--- config.mk ---
export PLATFORM = sky130hd
export DESIGN_NAME = i2s_fclk_gen
export DESIGN_NICKNAME = d
export VERILOG_FILES = /design/src/rtl/i2s_fclk_pkg.sv /design/src/rtl/i2s_fclk_spread.sv /design/src/rtl/i2s_fclk_phase.sv /design/src/rtl/i2s_fclk_frame.sv /design/src/rtl/i2s_fclk_gen.sv
export SDC_FILE = /design/constraint.sdc
export NUM_CORES = 1
export LEC_CHECK = 0
export BUFFER_PORTS_ARGS = -buffer_cell sky130_fd_sc_hd__buf_2
export CORE_MARGIN = 5
export CORE_UTILIZATION = 40
export DETAILED_ROUTE_END_ITERATION = 8
export GPL_ROUTABILITY_DRIVEN = 0
export PLACE_DENSITY = 0.56
export SLEW_MARGIN = 20
export SYNTH_ARGS = -nofsm -noshare
export SYNTH_HDL_FRONTEND = slang
export SYNTH_SLANG_ARGS = --single-unit
--- constraint.sdc ---
create_clock -name clk -period 5.2 [get_ports clk]
set_input_delay 0.52 -clock clk [delete_from_list [all_inputs] [get_ports clk]]
set_output_delay 0.52 -clock clk [all_outputs]
set_load 0.01 [all_outputs]
--- src/rtl/i2s_fclk_pkg.sv ---
`timescale 1ns/1ps
package i2s_fclk_pkg;

    // Clock-to-frame ratio selected for a frame
    typedef enum logic {
        RATIO_INT  = 1'b0,
        RATIO_FRAC = 1'b1
    } ratio_e;

endpackage

--- src/rtl/i2s_fclk_spread.sv ---
`timescale 1ns/1ps
// Error accumulator that spreads shortened bit periods evenly over a frame.
module i2s_fclk_spread #(
    parameter int BITS   = 64,
    parameter int SHORTS = 6,
    parameter int ACC_W  = 7
) (
    input  logic [ACC_W-1:0] acc_i,
    input  logic             restart_i,
    input  logic             frac_i,
    output logic             short_o,
    output logic [ACC_W-1:0] acc_o
);
    logic [ACC_W-1:0] base;
    logic [ACC_W-1:0] err;

    always_comb begin
        base = restart_i ? '0 : acc_i;
        err  = base + ACC_W'(SHORTS);
        if (frac_i && (err >= ACC_W'(BITS))) begin
            short_o = 1'b1;
            acc_o   = err - ACC_W'(BITS);
        end else begin
            short_o = 1'b0;
            acc_o   = frac_i ? err : '0;
        end
    end
endmodule

--- src/rtl/i2s_fclk_phase.sv ---
`timescale 1ns/1ps
// Position inside one bit period: low phase first, then high phase.
module i2s_fclk_phase #(
    parameter int LOW_CYC  = 2,
    parameter int HIGH_CYC = 2,
    parameter int PH_W     = 2
) (
    input  logic [PH_W-1:0] ph_i,
    input  logic            short_i,
    output logic            last_o,
    output logic [PH_W-1:0] ph_next_o,
    output logic            sclk_next_o
);
    int ph_int;
    int low_len;

    always_comb begin
        ph_int  = int'(ph_i);
        low_len = short_i ? (LOW_CYC - 1) : LOW_CYC;
        last_o  = (ph_int == (low_len + HIGH_CYC - 1));
        if (last_o) begin
            ph_next_o   = '0;
            sclk_next_o = 1'b0;
        end else begin
            ph_next_o   = PH_W'(ph_int + 1);
            sclk_next_o = ((ph_int + 1) >= low_len);
        end
    end
endmodule

--- src/rtl/i2s_fclk_frame.sv ---
`timescale 1ns/1ps
// Bit index advance, frame wrap and word-select level for the next bit.
module i2s_fclk_frame #(
    parameter int BITS  = 64,
    parameter int BIT_W = 6
) (
    input  logic [BIT_W-1:0] bit_i,
    input  logic             run_i,
    output logic             wrap_o,
    output logic [BIT_W-1:0] bit_next_o,
    output logic             lrck_next_o
);
    always_comb begin
        wrap_o      = !run_i || (int'(bit_i) == (BITS - 1));
        bit_next_o  = wrap_o ? '0 : (bit_i + BIT_W'(1));
        lrck_next_o = (int'(bit_next_o) >= (BITS / 2));
    end
endmodule

--- src/rtl/i2s_fclk_gen.sv ---
`timescale 1ns/1ps
module i2s_fclk_gen
    import i2s_fclk_pkg::*;
#(
    parameter int BITS_PER_FRAME = 64,
    parameter int LOW_CYC        = 2,
    parameter int HIGH_CYC       = 2,
    parameter int FRAC_FRAME_CYC = 250
) (
    input  logic                              clk,
    input  logic                              rst_i,
    input  logic                              frac_mode_i,
    output logic                              sclk_o,
    output logic                              lrck_o,
    output logic                              frame_start_o,
    output logic [$clog2(BITS_PER_FRAME)-1:0] bit_idx_o
);
    localparam int NORM_LEN = LOW_CYC + HIGH_CYC;
    localparam int SHORTS   = BITS_PER_FRAME * NORM_LEN - FRAC_FRAME_CYC;
    localparam int BIT_W    = $clog2(BITS_PER_FRAME);
    localparam int PH_W     = $clog2(NORM_LEN);
    localparam int ACC_W    = $clog2(BITS_PER_FRAME + SHORTS + 1);

    typedef struct packed {
        logic             run;
        ratio_e           mode;
        logic [PH_W-1:0]  ph;
        logic [BIT_W-1:0] bitn;
        logic [ACC_W-1:0] acc;
        logic             shrt;
        logic             sclk;
        logic             lrck;
        logic             fstart;
    } gen_st_t;

    gen_st_t st_d, st_q;

    logic             ph_last;
    logic [PH_W-1:0]  ph_nxt;
    logic             sclk_nxt;
    logic             wrap;
    logic [BIT_W-1:0] bit_nxt;
    logic             lrck_nxt;
    ratio_e           mode_sel;
    logic             short_nxt;
    logic [ACC_W-1:0] acc_nxt;

    i2s_fclk_phase #(
        .LOW_CYC (LOW_CYC),
        .HIGH_CYC(HIGH_CYC),
        .PH_W    (PH_W)
    ) u_phase (
        .ph_i       (st_q.ph),
        .short_i    (st_q.shrt),
        .last_o     (ph_last),
        .ph_next_o  (ph_nxt),
        .sclk_next_o(sclk_nxt)
    );

    i2s_fclk_frame #(
        .BITS (BITS_PER_FRAME),
        .BIT_W(BIT_W)
    ) u_frame (
        .bit_i      (st_q.bitn),
        .run_i      (st_q.run),
        .wrap_o     (wrap),
        .bit_next_o (bit_nxt),
        .lrck_next_o(lrck_nxt)
    );

    always_comb begin
        mode_sel = wrap ? ratio_e'(frac_mode_i) : st_q.mode;
    end

    i2s_fclk_spread #(
        .BITS  (BITS_PER_FRAME),
        .SHORTS(SHORTS),
        .ACC_W (ACC_W)
    ) u_spread (
        .acc_i    (st_q.acc),
        .restart_i(wrap),
        .frac_i   (mode_sel == RATIO_FRAC),
        .short_o  (short_nxt),
        .acc_o    (acc_nxt)
    );

    always_comb begin
        st_d        = st_q;
        st_d.fstart = 1'b0;
        if (!st_q.run || ph_last) begin
            st_d.run    = 1'b1;
            st_d.mode   = mode_sel;
            st_d.ph     = '0;
            st_d.bitn   = bit_nxt;
            st_d.acc    = acc_nxt;
            st_d.shrt   = short_nxt;
            st_d.sclk   = 1'b0;
            st_d.lrck   = lrck_nxt;
            st_d.fstart = wrap;
        end else begin
            st_d.ph   = ph_nxt;
            st_d.sclk = sclk_nxt;
        end
    end

    always_ff @(posedge clk) begin
        if (rst_i) begin
            st_q.run    <= 1'b0;
            st_q.mode   <= RATIO_INT;
            st_q.ph     <= '0;
            st_q.bitn   <= '0;
            st_q.acc    <= '0;
            st_q.shrt   <= 1'b0;
            st_q.sclk   <= 1'b0;
            st_q.lrck   <= 1'b0;
            st_q.fstart <= 1'b0;
        end else begin
            st_q <= st_d;
        end
    end

    assign sclk_o        = st_q.sclk;
    assign lrck_o        = st_q.lrck;
    assign frame_start_o = st_q.fstart;
    assign bit_idx_o     = st_q.bitn;

    AST_LRCK_SCLK_LOW: assert property (@(posedge clk) disable iff (rst_i)
        !$stable(st_q.lrck) |-> !st_q.sclk);
    AST_HIGH_MIN_TWO: assert property (@(posedge clk) disable iff (rst_i)
        $rose(st_q.sclk) |=> st_q.sclk);
    AST_HIGH_MAX_TWO: assert property (@(posedge clk) disable iff (rst_i)
        (st_q.sclk && $past(st_q.sclk)) |=> !st_q.sclk);
    AST_SHORT_LOW_ONE: assert property (@(posedge clk) disable iff (rst_i)
        (st_q.run && st_q.shrt && !st_q.sclk) |=> st_q.sclk);
    AST_INT_NO_SHORT: assert property (@(posedge clk) disable iff (rst_i)
        (st_q.mode == RATIO_INT) |-> !st_q.shrt);
    AST_BIT_ON_FALL: assert property (@(posedge clk) disable iff (rst_i)
        !$stable(st_q.bitn) |-> !st_q.sclk);
    AST_BIT_STEP: assert property (@(posedge clk) disable iff (rst_i)
        (st_q.run && $past(st_q.run) && !$stable(st_q.bitn)) |->
        (st_q.bitn == (($past(st_q.bitn) == BIT_W'(BITS_PER_FRAME - 1)) ?
                       BIT_W'(0) : ($past(st_q.bitn) + BIT_W'(1)))));
    AST_FSTART_AT_BIT0: assert property (@(posedge clk) disable iff (rst_i)
        st_q.fstart |-> (st_q.bitn == '0 && !st_q.lrck && !st_q.sclk));
    AST_FSTART_SINGLE: assert property (@(posedge clk) disable iff (rst_i)
        st_q.fstart |=> !st_q.fstart);
    AST_MODE_AT_BOUNDARY: assert property (@(posedge clk) disable iff (rst_i)
        (st_q.run && $past(st_q.run) && !$stable(st_q.mode)) |-> st_q.fstart);
endmodule

==> results.toml, run 1 <==
[setup_path]
ff2ff_setup_slack_ns = 3.02
cp_max_fo = 12
start_kind = "flip-flop"
end_kind = "flip-flop"
critPathKind = "reg -> reg"
cp_data_arrival_time_ns = 2.37
cp.required_ns = 5.39

[sta]
worst_pin_slew_ns = 0.416
fmax_mhz = 459
hold_viol_final = 0
period_share_pct = 41.9
fin_ws_ns = 3.02
period_minus_slack_ns = 2.18
finalSetupTns_ns = 0
setup_viol = 0
report.final.slew_viol_count = 0
finClkSkew_ns = 0.00420
worst_hold_slack_ns = 0.462
maxSlewHeadroom_pct = 72.3
rsz0062_at_grt = "false"

[layout]
diodes = 0
fin_area_um2 = 1120
fin_nets = 129
area_delta_synth_final_pct = 5.79
drive_gt1_share_pct = 20.2
fin_util_pct = 44.8

[synthesis]
synth_most_common_cell = "dfxtp_1"
synth-edff-count = 0
syn-mean-instance-area_um2 = 9.46
synth_flop_cell = "dfxtp_1"
syn-instance-count = 112
yosysTopAreaCell = "dfxtp_1"
syn-cell-area_um2 = 1060
syn_nets = 121
synth_top_area_share_pct = 37.8
ys_async_sr_fraction_pct = 0
yosysWarnings = 0
yosys_register_bits = 20
synth_area_leaders = "dfxtp_1 (38%), ha_1 (5.9%), buf_4 (5.0%), nand2_1 (3.9%), mux2i_1 (3.8%)"
synth_cell_type_count = 39
synthTopCellsByCount = "dfxtp_1 (20), nand2_1 (11), o21ai_0 (8), buf_4 (7), nor2_1 (6)"
synth_seq_area_share_pct = 37.8

[routing]
wl_um = 1950
drc = 0
drtAntennaViolNets = 0
dr_total_vias = 801
firstDrtPassIters = 4
viasPerCell = 5.38
drt_iter0_drc = 16
wl_per_cell_um = 13.1

[die]
die-width_um = 61.5
die_h_um = 61.5
die_area_um2 = 3780
core_area_um2 = 2500
io_pins = 12
start_util_pct = 42.4
rows = 18

[place]
hpwl_um = 1420
dpl_cell_area_um2 = 1080
dp_slack_ns = 3.06
io_buffers = 11

[cts]
post-cts-setup-buffers = 0
numClockSinks = 20
cts.repair.resized = 0
clk_pin_slew_ns = 0.11
cts_buffers = 3
clockBufferDepth = 2
cts_hold_buf = 0
clock_latency_ns = 0.30
cts_tree = "built"
htreeDepth = 1
clockRootBuffer = "clkbuf_4"

[global_route]
grt-ovfl-total = 0
grt_max_degree = 14
grt_pass1_vias = 719
grt_pass1_wl_um = 3420
antenna_found_initial = 0
grtUsageTotal_pct = 12.2

[power]
ir_worst_vdd_mv = 0.167
p_leak_nw = 0.462
cellPowerDensity_nw_per_um2 = 248

[status]
status = "completed"

[min_path]
hold_class = "reg -> reg"

[job]
drv_cap = 0
cells by family after synthesis:
kind of cell / count (synthesis) / synth area share, %
AOI/OAI and AO/OA: 23 / 17.2
and+or+nand+nor: 44 / 22.3
xor gates and xnor gates: 4 / 3.31
DFF: 20 / 37.8
muxes: 4 / 3.78
buffers and inverters: 11 / 7.79
adders and majority gates: 6 / 7.79
worst paths after layout:
kind | from | endpoint | cells after the start
worst max-delay path | bit_idx_o[0] | st_q[9] | 9
worst min-delay path | lrck_o | lrck_o | 2
worst max register to register | bit_idx_o[0] | st_q[9] | 9
worst min register to register | lrck_o | lrck_o | 2
power by group:
| group | internal [W] | total (W) | switching (W) |
|---|---|---|---|
| Combinational | 0.0000100 | 0.0000244 | 0.0000144 |
| Sequential | 0.000157 | 0.000161 | 0.00000434 |
| Clock | 0.0000427 | 0.0000920 | 0.0000493 |
| Total | 0.000210 | 0.000278 | 0.0000680 |
placed cells by master (no fill, tap or decap), types with 2 or more instances in the layout:
cell,count
dfxtp_1,20
nand2_1,11
buf_2,11
o21ai_0,8
nor2_1,6
nand2b_1,5
nand3_1,5
ha_1,5
mux2i_1,4
nor2b_1,3
clkbuf_4,3
a21boi_0,2
a21oi_2,2
and2_1,2
nand4_1,2
and3_1,2
xnor2_1,2
xor2_1,2
nor4_1,2
area by class of cell:
type                    count  area, µm²
fillers                   252       1380
flip-flops and latches     20        400
repair buffers             12       62.6
well taps                  30       37.5
multi-input cells          81        577
clock buffers               4       36.3
inverters                   2       7.51
per-layer routing:
layer  GRT usage (%)  part of all wire [%]
met1            16.1                    48
met2            19.2                    44
met3            4.40                   6.2
met4            2.73                  0.97
met5               0                     0
critical path: stages (launching register included):
cell      delay [ns]
dfxtp_1         0.37
ha_1            0.25
and4_4          0.22
a21boi_4        0.33
nand2_1         0.10
ha_1            0.24
nand3b_1        0.17
nor2b_1         0.13
o21ai_0         0.15
o21ai_0         0.10
per-stage QoR:
step,power [W],cells
after floorplan,0.000184,112
after global placement,0.000189,145
after detailed placement,0.000189,145
after CTS,0.000282,149
after global routing,0.000290,149
final,0.000278,149
state kept, by name (all words and copies together) (netlist names):
register and flops:
st_q 11, sclk_o 1, bit_idx_o 6, lrck_o 1, frame_start_o 1
Note: power is estimated with default switching activity, not from simulation.
==> run 2, diff against run 1 <==
Clock period 5.2 ns to 2.2 ns, I/O delays scaled along.
==> run 2 against run 1 <==
  * Clock power is 140% higher
  * Routed wire length hardly changed
  * Power is 140% higher
  * Worst setup slack worse by 2.8 ns
  * Non-clock buffer count is 1 higher
  * Sequential cell count stayed put
  * Core utilization is 0.30 points higher
  * Largest power group unchanged
  * Final cell count is 0.67% higher
  * Combinational power is 140% higher
  * Worst hold slack worse by 0.27 ns
  * Fmax is 12% higher
  * Sequential share of layout area is 0.24 points lower
==> results.toml, run 2 (synthesis gave the netlist of run 1 again) <==
[status]
status = "completed"

[global_route]
antenna_found_initial = 0
grt_max_degree = 14
grtUsageTotal_pct = 12.7
grt_pass1_vias = 794
grt-ovfl-total = 0
grt_pass1_wl_um = 3530

[routing]
drt_iter0_drc = 45
firstDrtPassIters = 4
viasPerCell = 5.35
wl_per_cell_um = 13.0
dr_total_vias = 802
wl_um = 1950
drc = 0
drtAntennaViolNets = 0

[setup_path]
end_kind = "flip-flop"
crit_path_top_delay_cell = "dfxtp_1"
cpPeakStageDelay_ns = 0.37
cp_data_arrival_time_ns = 2.14
critPathKind = "reg -> reg"
cp_max_fo = 6
cp.required_ns = 2.40
start_kind = "flip-flop"
crit_chain = "ha_1, and4_4, a21boi_4, nand2_1, ha_1, nand3b_1, nor2b_1, o21ai_0, o21ai_0"

[layout]
final_cell_mix = "dfxtp_1 (20), nand2_1 (11), buf_2 (11), o21ai_0 (8), nor2_1 (6)"
largest_register_ffs = 11
fin_nets = 130
area_delta_synth_final_pct = 6.49
diodes = 0
fillers = 251
drive_gt1_share_pct = 20.8
regArea_um2 = 400
regMostFlops = "st_q"
multi_input_area_um2 = 577
final_common_cell = "dfxtp_1"

[sta]
rsz0062_at_grt = "false"
finClkSkew_ns = 0.00137
period_minus_slack_ns = 1.94
hold_viol_final = 0
worst_pin_slew_ns = 0.431
report.final.slew_viol_count = 0
period_share_pct = 88.3
setup_viol = 0
fmax_mhz = 515
fin_ws_ns = 0.257
finalSetupTns_ns = 0
maxSlewHeadroom_pct = 71.3

[place]
hpwl_um = 1390
io_buffers = 11
dp_slack_ns = 0.277

[die]
rows = 18
start_util_pct = 42.4
core_area_um2 = 2500
die-width_um = 61.5
io_pins = 12
die_area_um2 = 3780
die_h_um = 61.5

[cts]
cts_tree = "built"
htreeDepth = 1
clk_pin_slew_ns = 0.12
numClockSinks = 20
clockBufferDepth = 2
cts_hold_buf = 0
clockRootBuffer = "clkbuf_4"
cts_buffers = 3
cts.repair.resized = 0
clock_latency_ns = 0.30
post-cts-setup-buffers = 0

[power]
clockPowerShare_pct = 33.1
p_int_w = 0.000497
cellPowerDensity_nw_per_um2 = 582
totalPowerFinal_w = 0.000657
p_sw_share_pct = 24.3
combPwrFrac_pct = 8.9
ir_worst_vdd_mv = 0.480
power.switching_w = 0.000160
p_leak_nw = 0.467
p_seq_share_pct = 58.1

[job]
drv_cap = 0

[min_path]
hold_class = "in -> reg"
## run 2: worst max-delay path, delay by kind of cell (launching register included)
| family | cells | cell delay (ns) |
|---|---|---|
| and+or+nand+nor | 4 | 0.60 |
| AOI/OAI and AO/OA | 3 | 0.39 |
| DFF | 1 | 0.37 |
| adders and majority gates | 2 | 0.48 |
## run 2: per-stage QoR
step           util [%]  cells  cell area, µm²  hold WS [ns]
2_1_floorplan         -    112            1060         0.362
3_3_place_gp       43.7    146            1090         0.436
3_5_place_dp       43.7    146            1090         0.448
4_1_cts            45.1    150            1130         0.178
5_1_grt            45.1    150            1130         0.193
6_report           45.1    150            1130         0.188
## run 2: path summary, 6_finish.rpt
check	startpoint	endpoint	slack (ns)	cells past startpoint
max	bit_idx_o[0]	st_q[9]	0.26	9
min	frac_mode_i	st_q[19]	0.19	3
max reg2reg	bit_idx_o[0]	st_q[9]	0.26	9
min reg2reg	lrck_o	lrck_o	0.47	2
## run 2: layout make-up
class,instances,share of cell area [%]
Inverter,2,0.665
Multi-Input combinational cell,81,51.1
Sequential cell,20,35.5
Timing Repair Buffer,13,6.21
Tap cell,30,3.33
Clock buffer,4,3.22
## run 2: per-layer routing
metal  routed length (µm)  global-route usage (%)  share of wire (%)  up-vias
met5                    0                       0                  0        -
met4                   29                    4.24                1.5        0
met3                   97                    4.61                5.0        4
met2                  893                    19.6                 46       14
met1                  931                    16.3                 48      371
li1                     -                       -                  -      413
## run 2: power by group through the flow
stage          clock network [W]  registers [W]   logic, W
2_1_floorplan                  0       0.000388  0.0000475
3_5_place_dp                   0       0.000390  0.0000589
3_3_place_gp                   0       0.000390  0.0000585
6_report                0.000217       0.000381  0.0000581
4_1_cts                 0.000232       0.000382  0.0000594
5_1_grt                 0.000242       0.000384  0.0000669
